## config.mk

```make
export PLATFORM = sky130hd
export DESIGN_NAME = rev_lsu
export DESIGN_NICKNAME = d
export VERILOG_FILES = /design/src/rtl/lsu_pkg.sv /design/src/rtl/lsu_lane_map.sv /design/src/rtl/lsu_load_fmt.sv /design/src/rtl/lsu_misalign.sv /design/src/rtl/rev_lsu.sv
export SDC_FILE = /design/constraint.sdc
export NUM_CORES = 1
export LEC_CHECK = 0
export ABC_AREA = 0
export BUFFER_PORTS_ARGS = -buffer_cell sky130_fd_sc_hd__buf_2
export CORE_ASPECT_RATIO = 0.8
export CORE_MARGIN = 2
export CORE_UTILIZATION = 54
export DETAILED_ROUTE_END_ITERATION = 8
export PLACE_DENSITY = 0.86
export SYNTH_ARGS = -nofsm -noshare
export SYNTH_HDL_FRONTEND = slang
export SYNTH_SLANG_ARGS = --single-unit
```

## constraint.sdc

```tcl
create_clock -name clk -period 2.96 [get_ports clk]
set_clock_uncertainty 0.1 [all_clocks]
set_input_delay 0 -clock clk [delete_from_list [all_inputs] [get_ports clk]]
set_output_delay 0 -clock clk [all_outputs]
set_load 0.01 [all_outputs]
```

## src/rtl/lsu_pkg.sv

```systemverilog
package lsu_pkg;

  localparam int DATA_W  = 32;
  localparam int LANES   = DATA_W / 8;

  typedef enum logic [1:0] {
    SZ_BYTE = 2'd0,
    SZ_HALF = 2'd1,
    SZ_WORD = 2'd2
  } size_e;

  typedef enum logic {
    ST_IDLE = 1'b0,
    ST_WAIT = 1'b1
  } lsu_state_e;

  function automatic logic [15:0] swap16(input logic [15:0] v);
    return {v[7:0], v[15:8]};
  endfunction

  function automatic logic [DATA_W-1:0] swap32(input logic [DATA_W-1:0] v);
    logic [DATA_W-1:0] r;
    for (int i = 0; i < LANES; i++) begin
      r[8*i +: 8] = v[8*(LANES-1-i) +: 8];
    end
    return r;
  endfunction

endpackage

```

## src/rtl/lsu_lane_map.sv

```systemverilog
module lsu_lane_map
  import lsu_pkg::*;
#(
  parameter int AW = 32
) (
  input  logic [AW-1:0]     addr,
  input  size_e             size,
  input  logic              rev,
  input  logic [DATA_W-1:0] wdata,
  output logic [AW-1:0]     paddr,
  output logic [LANES-1:0]  be,
  output logic [DATA_W-1:0] wlanes
);

  logic [1:0]        flip;
  logic [1:0]        lane;
  logic [15:0]       half_d;
  logic [DATA_W-1:0] word_d;

  always_comb begin
    flip = 2'b00;
    if (rev) begin
      unique case (size)
        SZ_BYTE: flip = 2'd3;
        SZ_HALF: flip = 2'd2;
        default: flip = 2'd0;
      endcase
    end
    lane  = addr[1:0] ^ flip;
    paddr = {addr[AW-1:2], lane};
  end

  always_comb begin
    half_d = rev ? swap16(wdata[15:0]) : wdata[15:0];
    word_d = rev ? swap32(wdata) : wdata;
    unique case (size)
      SZ_BYTE: begin
        be     = 4'b1000 >> lane;
        wlanes = {4{wdata[7:0]}};
      end
      SZ_HALF: begin
        be     = lane[1] ? 4'b0011 : 4'b1100;
        wlanes = {2{half_d}};
      end
      default: begin
        be     = 4'b1111;
        wlanes = word_d;
      end
    endcase
  end

endmodule

```

## src/rtl/lsu_load_fmt.sv

```systemverilog
module lsu_load_fmt
  import lsu_pkg::*;
(
  input  logic [DATA_W-1:0] rdata,
  input  logic [1:0]        lane,
  input  size_e             size,
  input  logic              rev,
  output logic [DATA_W-1:0] value
);

  logic [DATA_W-1:0] shifted;
  logic [15:0]       half_s;

  always_comb begin
    shifted = rdata >> {~lane, 3'b000};
    half_s  = lane[1] ? rdata[15:0] : rdata[31:16];
    unique case (size)
      SZ_BYTE: value = {24'd0, shifted[7:0]};
      SZ_HALF: value = {16'd0, rev ? swap16(half_s) : half_s};
      default: value = rev ? swap32(rdata) : rdata;
    endcase
  end

endmodule

```

## src/rtl/lsu_misalign.sv

```systemverilog
module lsu_misalign
  import lsu_pkg::*;
#(
  parameter bit ENABLE = 1'b1
) (
  input  size_e      size,
  input  logic [1:0] lane,
  output logic [1:0] mask,
  output logic       mis
);

  always_comb begin
    unique case (size)
      SZ_BYTE: mask = 2'b00;
      SZ_HALF: mask = 2'b01;
      default: mask = 2'b11;
    endcase
  end

  generate
    if (ENABLE) begin : g_chk
      assign mis = |(lane & mask);
    end else begin : g_nochk
      assign mis = 1'b0;
    end
  endgenerate

endmodule

```

## src/rtl/rev_lsu.sv

```systemverilog
module rev_lsu
  import lsu_pkg::*;
#(
  parameter int AW        = 32,
  parameter int RW        = 5,
  parameter bit ALIGN_CHK = 1'b1
) (
  input  logic              clk,
  input  logic              rst,
  input  logic              req_valid,
  input  logic              req_store,
  input  logic [1:0]        req_size,
  input  logic              req_rev,
  input  logic [AW-1:0]     req_addr,
  input  logic [RW-1:0]     req_rd,
  input  logic [DATA_W-1:0] req_wdata,
  output logic              busy,
  output logic              mem_req,
  output logic              mem_we,
  output logic [AW-1:0]     mem_addr,
  output logic [LANES-1:0]  mem_be,
  output logic [DATA_W-1:0] mem_wdata,
  input  logic              mem_ack,
  input  logic              mem_fault,
  input  logic [DATA_W-1:0] mem_rdata,
  output logic              done,
  output logic              wb_en,
  output logic [RW-1:0]     wb_idx,
  output logic [DATA_W-1:0] wb_data,
  output logic              exc_valid,
  output logic              exc_align,
  output logic              exc_store,
  output logic [RW-1:0]     exc_rd,
  output logic [1:0]        exc_mask
);

  lsu_state_e        state_q;
  size_e             op_size;
  logic              op_rev;
  logic              op_store;
  logic [RW-1:0]     op_rd;

  logic [AW-1:0]     paddr_c;
  logic [LANES-1:0]  be_c;
  logic [DATA_W-1:0] wl_c;
  logic [DATA_W-1:0] ld_c;
  logic [1:0]        mask_c;
  logic              mis_c;

  lsu_lane_map #(.AW(AW)) u_map (
    .addr   (req_addr),
    .size   (size_e'(req_size)),
    .rev    (req_rev),
    .wdata  (req_wdata),
    .paddr  (paddr_c),
    .be     (be_c),
    .wlanes (wl_c)
  );

  lsu_load_fmt u_fmt (
    .rdata (mem_rdata),
    .lane  (mem_addr[1:0]),
    .size  (op_size),
    .rev   (op_rev),
    .value (ld_c)
  );

  lsu_misalign #(.ENABLE(ALIGN_CHK)) u_mis (
    .size (op_size),
    .lane (mem_addr[1:0]),
    .mask (mask_c),
    .mis  (mis_c)
  );

  assign busy = (state_q != ST_IDLE);

  always_ff @(posedge clk) begin
    if (rst) begin
      state_q   <= ST_IDLE;
      mem_req   <= 1'b0;
      mem_we    <= 1'b0;
      mem_addr  <= '0;
      mem_be    <= '0;
      mem_wdata <= '0;
      op_size   <= SZ_BYTE;
      op_rev    <= 1'b0;
      op_store  <= 1'b0;
      op_rd     <= '0;
      done      <= 1'b0;
      wb_en     <= 1'b0;
      wb_idx    <= '0;
      wb_data   <= '0;
      exc_valid <= 1'b0;
      exc_align <= 1'b0;
      exc_store <= 1'b0;
      exc_rd    <= '0;
      exc_mask  <= '0;
    end else begin
      done      <= 1'b0;
      wb_en     <= 1'b0;
      exc_valid <= 1'b0;
      unique case (state_q)
        ST_IDLE: begin
          if (req_valid) begin
            state_q   <= ST_WAIT;
            mem_req   <= 1'b1;
            mem_we    <= req_store;
            mem_addr  <= paddr_c;
            mem_be    <= be_c;
            mem_wdata <= wl_c;
            op_size   <= size_e'(req_size);
            op_rev    <= req_rev;
            op_store  <= req_store;
            op_rd     <= req_rd;
          end
        end
        default: begin
          if (mem_ack) begin
            state_q <= ST_IDLE;
            mem_req <= 1'b0;
            done    <= 1'b1;
            if (mem_fault || mis_c) begin
              exc_valid <= 1'b1;
              exc_align <= !mem_fault;
              exc_store <= op_store;
              exc_rd    <= op_rd;
              exc_mask  <= mask_c;
            end else if (!op_store && op_rd != '0) begin
              wb_en   <= 1'b1;
              wb_idx  <= op_rd;
              wb_data <= ld_c;
            end
          end
        end
      endcase
    end
  end

endmodule

```

==> qor.csv, run 1 <==
stage;metric;value;unit
clock_network;clkTransAtPathRegs;0.07;ns
clock_network;cts_root_buf;clkbuf_16;
grt;use_met1;44.8;%
sta;tns;0;ns
grt;grt_usage;39.9;%
setup_path;crit_end;mem_wdata[7];
clock_network;cts_buffers;17;
drt;drt_iter0_markers;920;
final_layout;multi_input_area;3340;µm²
grt;grtUsageMet2;65.2;%
logic_synthesis;synthFlopType;dfxtp_1;
setup_path;worst-path-buf-inv;3;
logic_synthesis;synth_top_cell_area_share;41.0;%
sta;period_share;96.8;%
grt;grt_max_degree;133;
clock_network;cts_buffer_depth;2;
power_and_ir_drop;vdd_drop_max;0.473;mV
setup_path;worstPathArrival;3.07;ns
drt;drt-pass1-iter-count;6;
setup_path;cp-startpoint;req_rev;
sta;rsz0062_at_grt;no;
power_and_ir_drop;p_sw;1.41;mW
logic_synthesis;synth.cell_area;6240;µm²
die;start_util;54.8;%
hold_path;min_path_type;primary input to flop;
setup_path;cp_top_family;buffers and inverters;
die;coreArea;11400;µm²
drt;drt_wl_total;25100;µm
logic_synthesis;synth_area_per_cell;8.93;µm²
power_and_ir_drop;pwr-share-seq;38.1;%
clock_network;htreeDepth;4;
sta;period_needed;2.87;ns
setup_path;cp_max_fo;39;
setup_path;reg2reg_depth;5;
logic_synthesis;ys_ff_latch;128;
logic_synthesis;synth.distinct_cells;42;
placed_design;dpl.hpwl;12500;µm
logic_synthesis;syn_inst;699;
logic_synthesis;synth_fp_nets;809;
run_status;status;completed;
power_and_ir_drop;intPower;3.51;mW
setup_path;path_cells;buf_2 -> nand2_1 -> mux2_2 -> dlygate4sd3_1 -> nand2_1 -> a21oi_1 -> dlygate4sd3_1;
die;die-width;124;µm
grt;grtUsageMet3;11.7;%
drt;final_antenna_net_count;0;
power_and_ir_drop;p_per_area;531;nW/µm²
logic_synthesis;async_flop_share;0;%
sta;finalSetupViolations;0;
logic_synthesis;synth_top_area_cell;dfxtp_1;
grt;gr-total-overflow;0;
drt;drc;0;
setup_path;worst-path-stages;7;
final_layout;final_nets;1136;
clock_network;post_cts_buffers;0;
logic_synthesis;seq_area_frac_synth;41.0;%
setup_path;r2r-end;mem_wdata[25];
placed_design;place_area;7340;µm²
power_and_ir_drop;power.static_leakage;4.04;nW
logic_synthesis;synth.most_common_cell;dfxtp_1;
sta;maxSlewHeadroom;42.1;%
grt;antenna_found_initial;5;
clock_network;clk_latency;0.42;ns
drt;drt-vias-per-instance;6.18;
setup_path;critical_path_required;3.16;ns
final_layout;drive_gt1_share;35.7;%
clock_network;cts.sinks;128;
placed_design;gp_congestion;0.863;
grt;grt_pass1_wl;39000;µm
logic_synthesis;synth_edf_count;0;
die;dieHeight;100;µm
setup_path;crit_path_end_kind;flop;
grt;first_global_vias;7393;
grt;gr-max-usage-layer;met2;
setup_path;critical-path-max-stage-delay;0.66;ns
sta;tightestPinTransition;0.869;ns
logic_synthesis;netlist_top_cells_count;dfxtp_1, a21oi_1, nand2_1;
setup_path;regToRegStartpoint;busy;
drt;route.vias.total;7362;
setup_path;r2r_slack;0.20;ns
die;num_rows;35;
job;drv_cap;0;
clock_network;cts_tree;done;
die;pin_count;230;
final_layout;area_delta_synth_final;48.4;%
logic_synthesis;synth_warnings;0;
logic_synthesis;synth_area_leaders;dfxtp_1, mux2_2, a21oi_1;
setup_path;slowest_stage;buf_2;
setup_path;critPathLaunchType;primary input;
final_layout;finish.instance_area;9270;µm²
power_and_ir_drop;p_comb_share;19.6;%
drt;wl_per_cell;21.0;µm
final_layout;fillers;650;
setup_path;critPathKind;primary input to flop;
final_layout;final-seq-area;2560;µm²
die;die_area;12400;µm²
sta;max_freq;349;MHz
power_and_ir_drop;clkPwrFrac;42.3;%
placed_design;port_buffers;229;
sta;hold_viol_final;0;
power_and_ir_drop;swShare;28.6;%
sta;slew_violations;0;
-- per-layer routing --
metal	routed length, µm	part of all wire [%]	vias to the layer above
li1	-	-	3208
met1	9300	37	3449
met2	11700	47	531
met3	2230	8.9	174
met4	1810	7.2	0
met5	0	0	-
-- tightest hold or removal path, cell delays in order --
cell     delay [ns]
buf_2          0.12
mux2_2         0.15
nand4_1        0.09
a21oi_1        0.14
-- cell type report --
type / count / area share, %
clock buffer: 21 / 5.18
tap: 148 / 2.00
sequential: 128 / 27.6
timing repair buffer: 374 / 27.9
inverter: 2 / 0.0810
multi-input combinational: 503 / 36.0
antenna: 4 / 0.108
clock inverter: 11 / 1.12
-- per-stage QoR --
step / hold slack (ns) / utilization, % / setup WS, ns / total power, mW / std cells
final: 0.0258 / 81.4 / 0.0941 / 4.92 / 1191
after global routing: 0.0525 / 81.4 / 0.0774 / 5.05 / 1191
after CTS: 0.00463 / 81.3 / 0.143 / 4.81 / 1187
after detailed placement: 0.145 / 64.5 / 0.897 / 2.64 / 1022
after global placement: 0.140 / 64.5 / 0.933 / 2.62 / 1022
after floorplan: 0.0112 / - / 1.31 / 2.38 / 699
-- logic make-up (layout without fill, tap and decap cells) --
family,after synthesis,count (layout),synth area share [%]
AND/OR/NAND/NOR,184,184,14.0
XOR/XNOR,4,4,0.561
AO/OA/AOI/OAI,220,220,21.5
flip-flops,128,128,41.0
other,0,4,0
multiplexers,95,95,17.0
buffers and inverters,68,408,5.91
-- flip-flops by register name, indices dropped and copies added, names as in the netlist --
| register | count |
|---|---|
| exc_valid | 1 |
| exc_rd | 5 |
| busy | 1 |
| wb_en | 1 |
| op_store | 1 |
| wb_data | 32 |
| exc_align | 1 |
| mem_addr | 32 |
| op_size | 2 |
| op_rd | 5 |
| mem_be | 4 |
| exc_store | 1 |
| op_rev | 1 |
| mem_req | 1 |
| exc_mask | 2 |
| done | 1 |
| mem_wdata | 32 |
| wb_idx | 5 |
-- repair_timing --
item | in CTS | in global routing
setup endpoints to repair | 0 | 3
resized for setup | 0 | 1
hold buffers | 133 | 0
hold endpoints to repair | 90 | 0
-- layout by cell type (no fill, tap or decap), types with 2 or more instances in the layout --
cell type      instances
nand4b_1               4
nand2b_1              14
mux2_2                88
nor3_1                 4
nor2b_1                2
xnor2_1                2
buf_2                228
inv_6                  3
a22oi_1               44
dlygate4sd3_1        133
nand3_1                2
a21oi_1              115
a222oi_1               8
buf_4                 12
diode_2                4
clkbuf_16             17
dfxtp_1              128
a31oi_1                8
and2_1                 2
mux2i_1                7
inv_1                  2
o21ai_0                8
nand4_1               16
clkinvlp_4             2
nand2_1              100
a311oi_1               8
nand3b_1               8
a211oi_1              10
o21ai_1               13
clkinv_4               2
nor2_1                22
clkinv_2               3
clkbuf_8               4
xor2_1                 2
-- worst min path at each step --
stage	cells past startpoint	start	end	slack (ns)
floorplan	1	mem_fault	exc_align	0.01
global placement	3	req_addr[29]	mem_addr[29]	0.14
detailed placement	3	req_addr[12]	mem_addr[12]	0.15
CTS	4	mem_rdata[11]	wb_data[19]	0.005
global route	4	mem_rdata[31]	wb_data[31]	0.05
finish	4	mem_rdata[3]	wb_data[27]	0.03
-- power groups by stage --
stage          clock [mW]  sequential, mW  combinational [mW]
3_5_place_dp            0            1.90               0.738
2_1_floorplan           0            1.93               0.449
5_1_grt              2.15            1.88                1.02
3_3_place_gp            0            1.89               0.727
4_1_cts              2.06            1.86               0.888
6_report             2.08            1.88               0.963
Power figures use the tool's default switching activity.
==> inputs of run 2 (changes only) <==
--- a/config.mk
+++ b/config.mk
@@ -6,12 +6,12 @@
 export NUM_CORES = 1
 export LEC_CHECK = 0
 export ABC_AREA = 0
-export BUFFER_PORTS_ARGS = -buffer_cell sky130_fd_sc_hd__buf_2
 export CORE_ASPECT_RATIO = 0.8
 export CORE_MARGIN = 2
-export CORE_UTILIZATION = 54
+export CORE_UTILIZATION = 60
 export DETAILED_ROUTE_END_ITERATION = 8
-export PLACE_DENSITY = 0.86
+export DONT_BUFFER_PORTS = 1
+export PLACE_DENSITY = 0.76
 export SYNTH_ARGS = -nofsm -noshare
 export SYNTH_HDL_FRONTEND = slang
 export SYNTH_SLANG_ARGS = --single-unit
==> constraint.sdc (replaced) <==
create_clock -name clk -period 2.96 [get_ports clk]
set_clock_uncertainty 0.1 [all_clocks]
set_input_delay 0 -clock clk [delete_from_list [all_inputs] [get_ports clk]]
set_output_delay 0 -clock clk [all_outputs]
set_load 0.05 [all_outputs]
==> qor.csv, run 2 (synthesis results as in run 1) <==
stage;metric;value;unit;change
drt;wl_per_cell;22.2;µm;+5.7%
power_and_ir_drop;p_sw;1.53;mW;+9.0%
setup_path;reg2reg_depth;7;;+2
run_status;status;completed;;
setup_path;critPathLaunchType;flop;;
clock_network;cts_buffers;17;;unchanged
setup_path;cp_max_fo;55;;+41%
setup_path;r2r-end;mem_wdata[0];;
final_layout;multi_input_area;3330;µm²;-0.15%
power_and_ir_drop;p_per_area;604;nW/µm²;+14%
sta;finalSetupViolations;0;;unchanged
sta;slew_violations;0;;unchanged
drt;final_antenna_net_count;0;;unchanged
power_and_ir_drop;pwr-share-seq;42.5;%;+4.4 points
setup_path;cpMostUsedCell;buf_4;;
grt;grt_max_degree;133;;unchanged
hold_path;hold_end;wb_data[4];;
final_layout;area_delta_synth_final;34.7;%;
setup_path;worstPathArrival;2.97;ns;-0.10 ns
die;pin_count;230;;unchanged
final_layout;finish.instance_area;8410;µm²;-9.2%
final_layout;mostFrequentLayoutCells;dlygate4sd3_1, dfxtp_1, a21oi_1, nand2_1, mux2_2;;
grt;first_global_vias;6281;;-15%
power_and_ir_drop;swShare;30.2;%;+1.6 points
final_layout;fillers;592;;-8.9%
setup_path;slowest_stage;dlygate4sd3_1;;
power_and_ir_drop;power.static_leakage;3.05;nW;-25%
job;drv_cap;0;;unchanged
setup_path;r2r_slack;0.18;ns;-0.02 ns
final_layout;antenna_cells;0;;-4
sta;period_share;93.8;%;-3.0 points
final_layout;final-seq-area;2560;µm²;about the same
drt;drt_iter0_markers;693;;-25%
clock_network;cts_root_buf;clkbuf_16;;
power_and_ir_drop;p_comb_share;15.4;%;-4.2 points
final_layout;final_nets;935;;-18%
final_layout;final_core_util;82.5;%;+1.1 points
clock_network;cts_buffer_depth;2;;unchanged
final_layout;stdcell_count;977;;-18%
clock_network;htreeDepth;4;;unchanged
die;num_rows;33;;-5.7%
die;die_area;11200;µm²;-9.6%
drt;drc;0;;unchanged
clock_network;clk_latency;0.41;ns;about the same
placed_design;place_inst;784;;-23%
final_layout;top_regs;mem_addr: 32 flops, mem_wdata: 32 flops, wb_data: 32 flops;;
hold_path;min_path_cells;3;;-1
sta;max_freq;360;MHz;+3.3%
clock_network;cts.sinks;128;;unchanged
final_layout;drive_gt1_share;17.2;%;-19 points
sta;tightestPinTransition;0.863;ns;-0.00532 ns
power_and_ir_drop;intPower;3.54;mW;+0.87%
drt;drt-vias-per-instance;6.44;;+4.1%
grt;gr-total-overflow;0;;unchanged
die;dieHeight;95.3;µm;-4.9%
placed_design;dpl.hpwl;10800;µm;-14%
final_layout;final_common_cell;dlygate4sd3_1;;
setup_path;critical_path_required;3.15;ns;about the same
clock_network;clkTransAtPathRegs;0.06;ns;about the same
placed_design;place_area;6160;µm²;-16%
die;die-width;118;µm;-5.0%
placed_design;port_buffers;0;;-100%
clock_network;cts_tree;done;;
sta;tns;0;ns;unchanged
hold_path;min_path_type;primary input to flop;;
sta;maxSlewHeadroom;42.3;%;+0.24 points
power_and_ir_drop;vdd_drop_max;0.440;mV;-7.1%
setup_path;regToRegStartpoint;busy;;
clock_network;post_cts_buffers;0;;unchanged
sta;hold_viol_final;0;;unchanged
placed_design;gp_congestion;0.874;;+1.3%
die;coreArea;10200;µm²;-10%
drt;drt-pass1-iter-count;6;;unchanged
setup_path;critPathKind;flop to flop;;
grt;grt_usage;37.8;%;-2.0 points
setup_path;critical-path-max-stage-delay;0.61;ns;-0.05 ns
sta;period_needed;2.78;ns;-0.0902 ns
drt;drt_wl_total;21700;µm;-13%
grt;antenna_found_initial;0;;-5
drt;route.vias.total;6287;;-15%
setup_path;crit_path_end_kind;flop;;
sta;rsz0062_at_grt;no;;
power_and_ir_drop;clkPwrFrac;42.1;%;-0.2 points
setup_path;path_cells;nand2b_2 -> buf_4 -> nor2_2 -> buf_4 -> a22oi_1 -> a21oi_1 -> dlygate4sd3_1;;
grt;grt_pass1_wl;33500;µm;-14%
hold_path;min-delay-start;mem_rdata[28];;
die;start_util;61.2;%;+6.4 points
-- run 2: cell types whose count changed in the layout (fill, tap and decap cells not counted), sizes merged --
cell	before	now
buf	241	13
bufinv	1	3
clkbuf	21	18
clkinv	5	6
clkinvlp	2	1
diode	4	0
dlygate4sd3	133	160
-- run 2: area by class of cell --
type / instances / share of cell area, %
well taps: 140 / 2.08
clock buffers: 18 / 5.22
inverters: 2 / 0.0893
repair buffers: 173 / 20.6
flip-flops and latches: 128 / 30.5
multi-input cells: 503 / 39.6
clock inverters: 13 / 1.92
-- run 2: worst max-delay path by stage --
stage,slack [ns],to,cells after the start,from
after global routing,0.08,mem_wdata[25],7,busy
after floorplan,0.98,wb_data[2],5,mem_addr[1]
final,0.18,mem_wdata[0],7,busy
after CTS,0.05,mem_wdata[9],7,busy
after detailed placement,0.55,wb_data[13],4,busy
after global placement,0.60,wb_data[9],4,busy
-- run 2: critical path, delay by kind of cell (launching register included) --
family | cells | cell delay (ns)
buffers and inverters | 3 | 1.38
and+or+nand+nor | 2 | 0.30
DFF | 1 | 0.54
AOI/OAI and AO/OA | 2 | 0.33
-- run 2: power by group through the flow --
stage | Clock, mW | Sequential, mW | Combinational (mW)
6_report | 2.14 | 2.16 | 0.782
5_1_grt | 2.24 | 2.17 | 0.833
4_1_cts | 2.13 | 2.15 | 0.732
3_5_place_dp | 0 | 2.19 | 0.478
3_3_place_gp | 0 | 2.19 | 0.462
2_1_floorplan | 0 | 2.16 | 0.449
-- run 2: stage by stage --
step	hold WS, ns	total power, mW	setup WS (ns)
after floorplan	0.0119	2.61	0.982
after global placement	-0.0193	2.65	0.603
final	0.0143	5.08	0.184
after global routing	0.0485	5.23	0.0808
after CTS	0.00294	5.01	0.0541
after detailed placement	-0.0140	2.67	0.547
-- run 2: layer usage --
| metal | wire length (µm) | global-route usage, % |
|---|---|---|
| met1 | 7740 | 41.1 |
| met2 | 10800 | 66.0 |
| met3 | 2270 | 12.6 |
| met4 | 979 | 21.3 |
| met5 | 0 | 0 |
-- run 2: what timing repair did --
item	CTS	global route
hold buffers	162	0
hold endpoints to repair	128	0
setup endpoints to repair	0	21
resized for setup	0	2
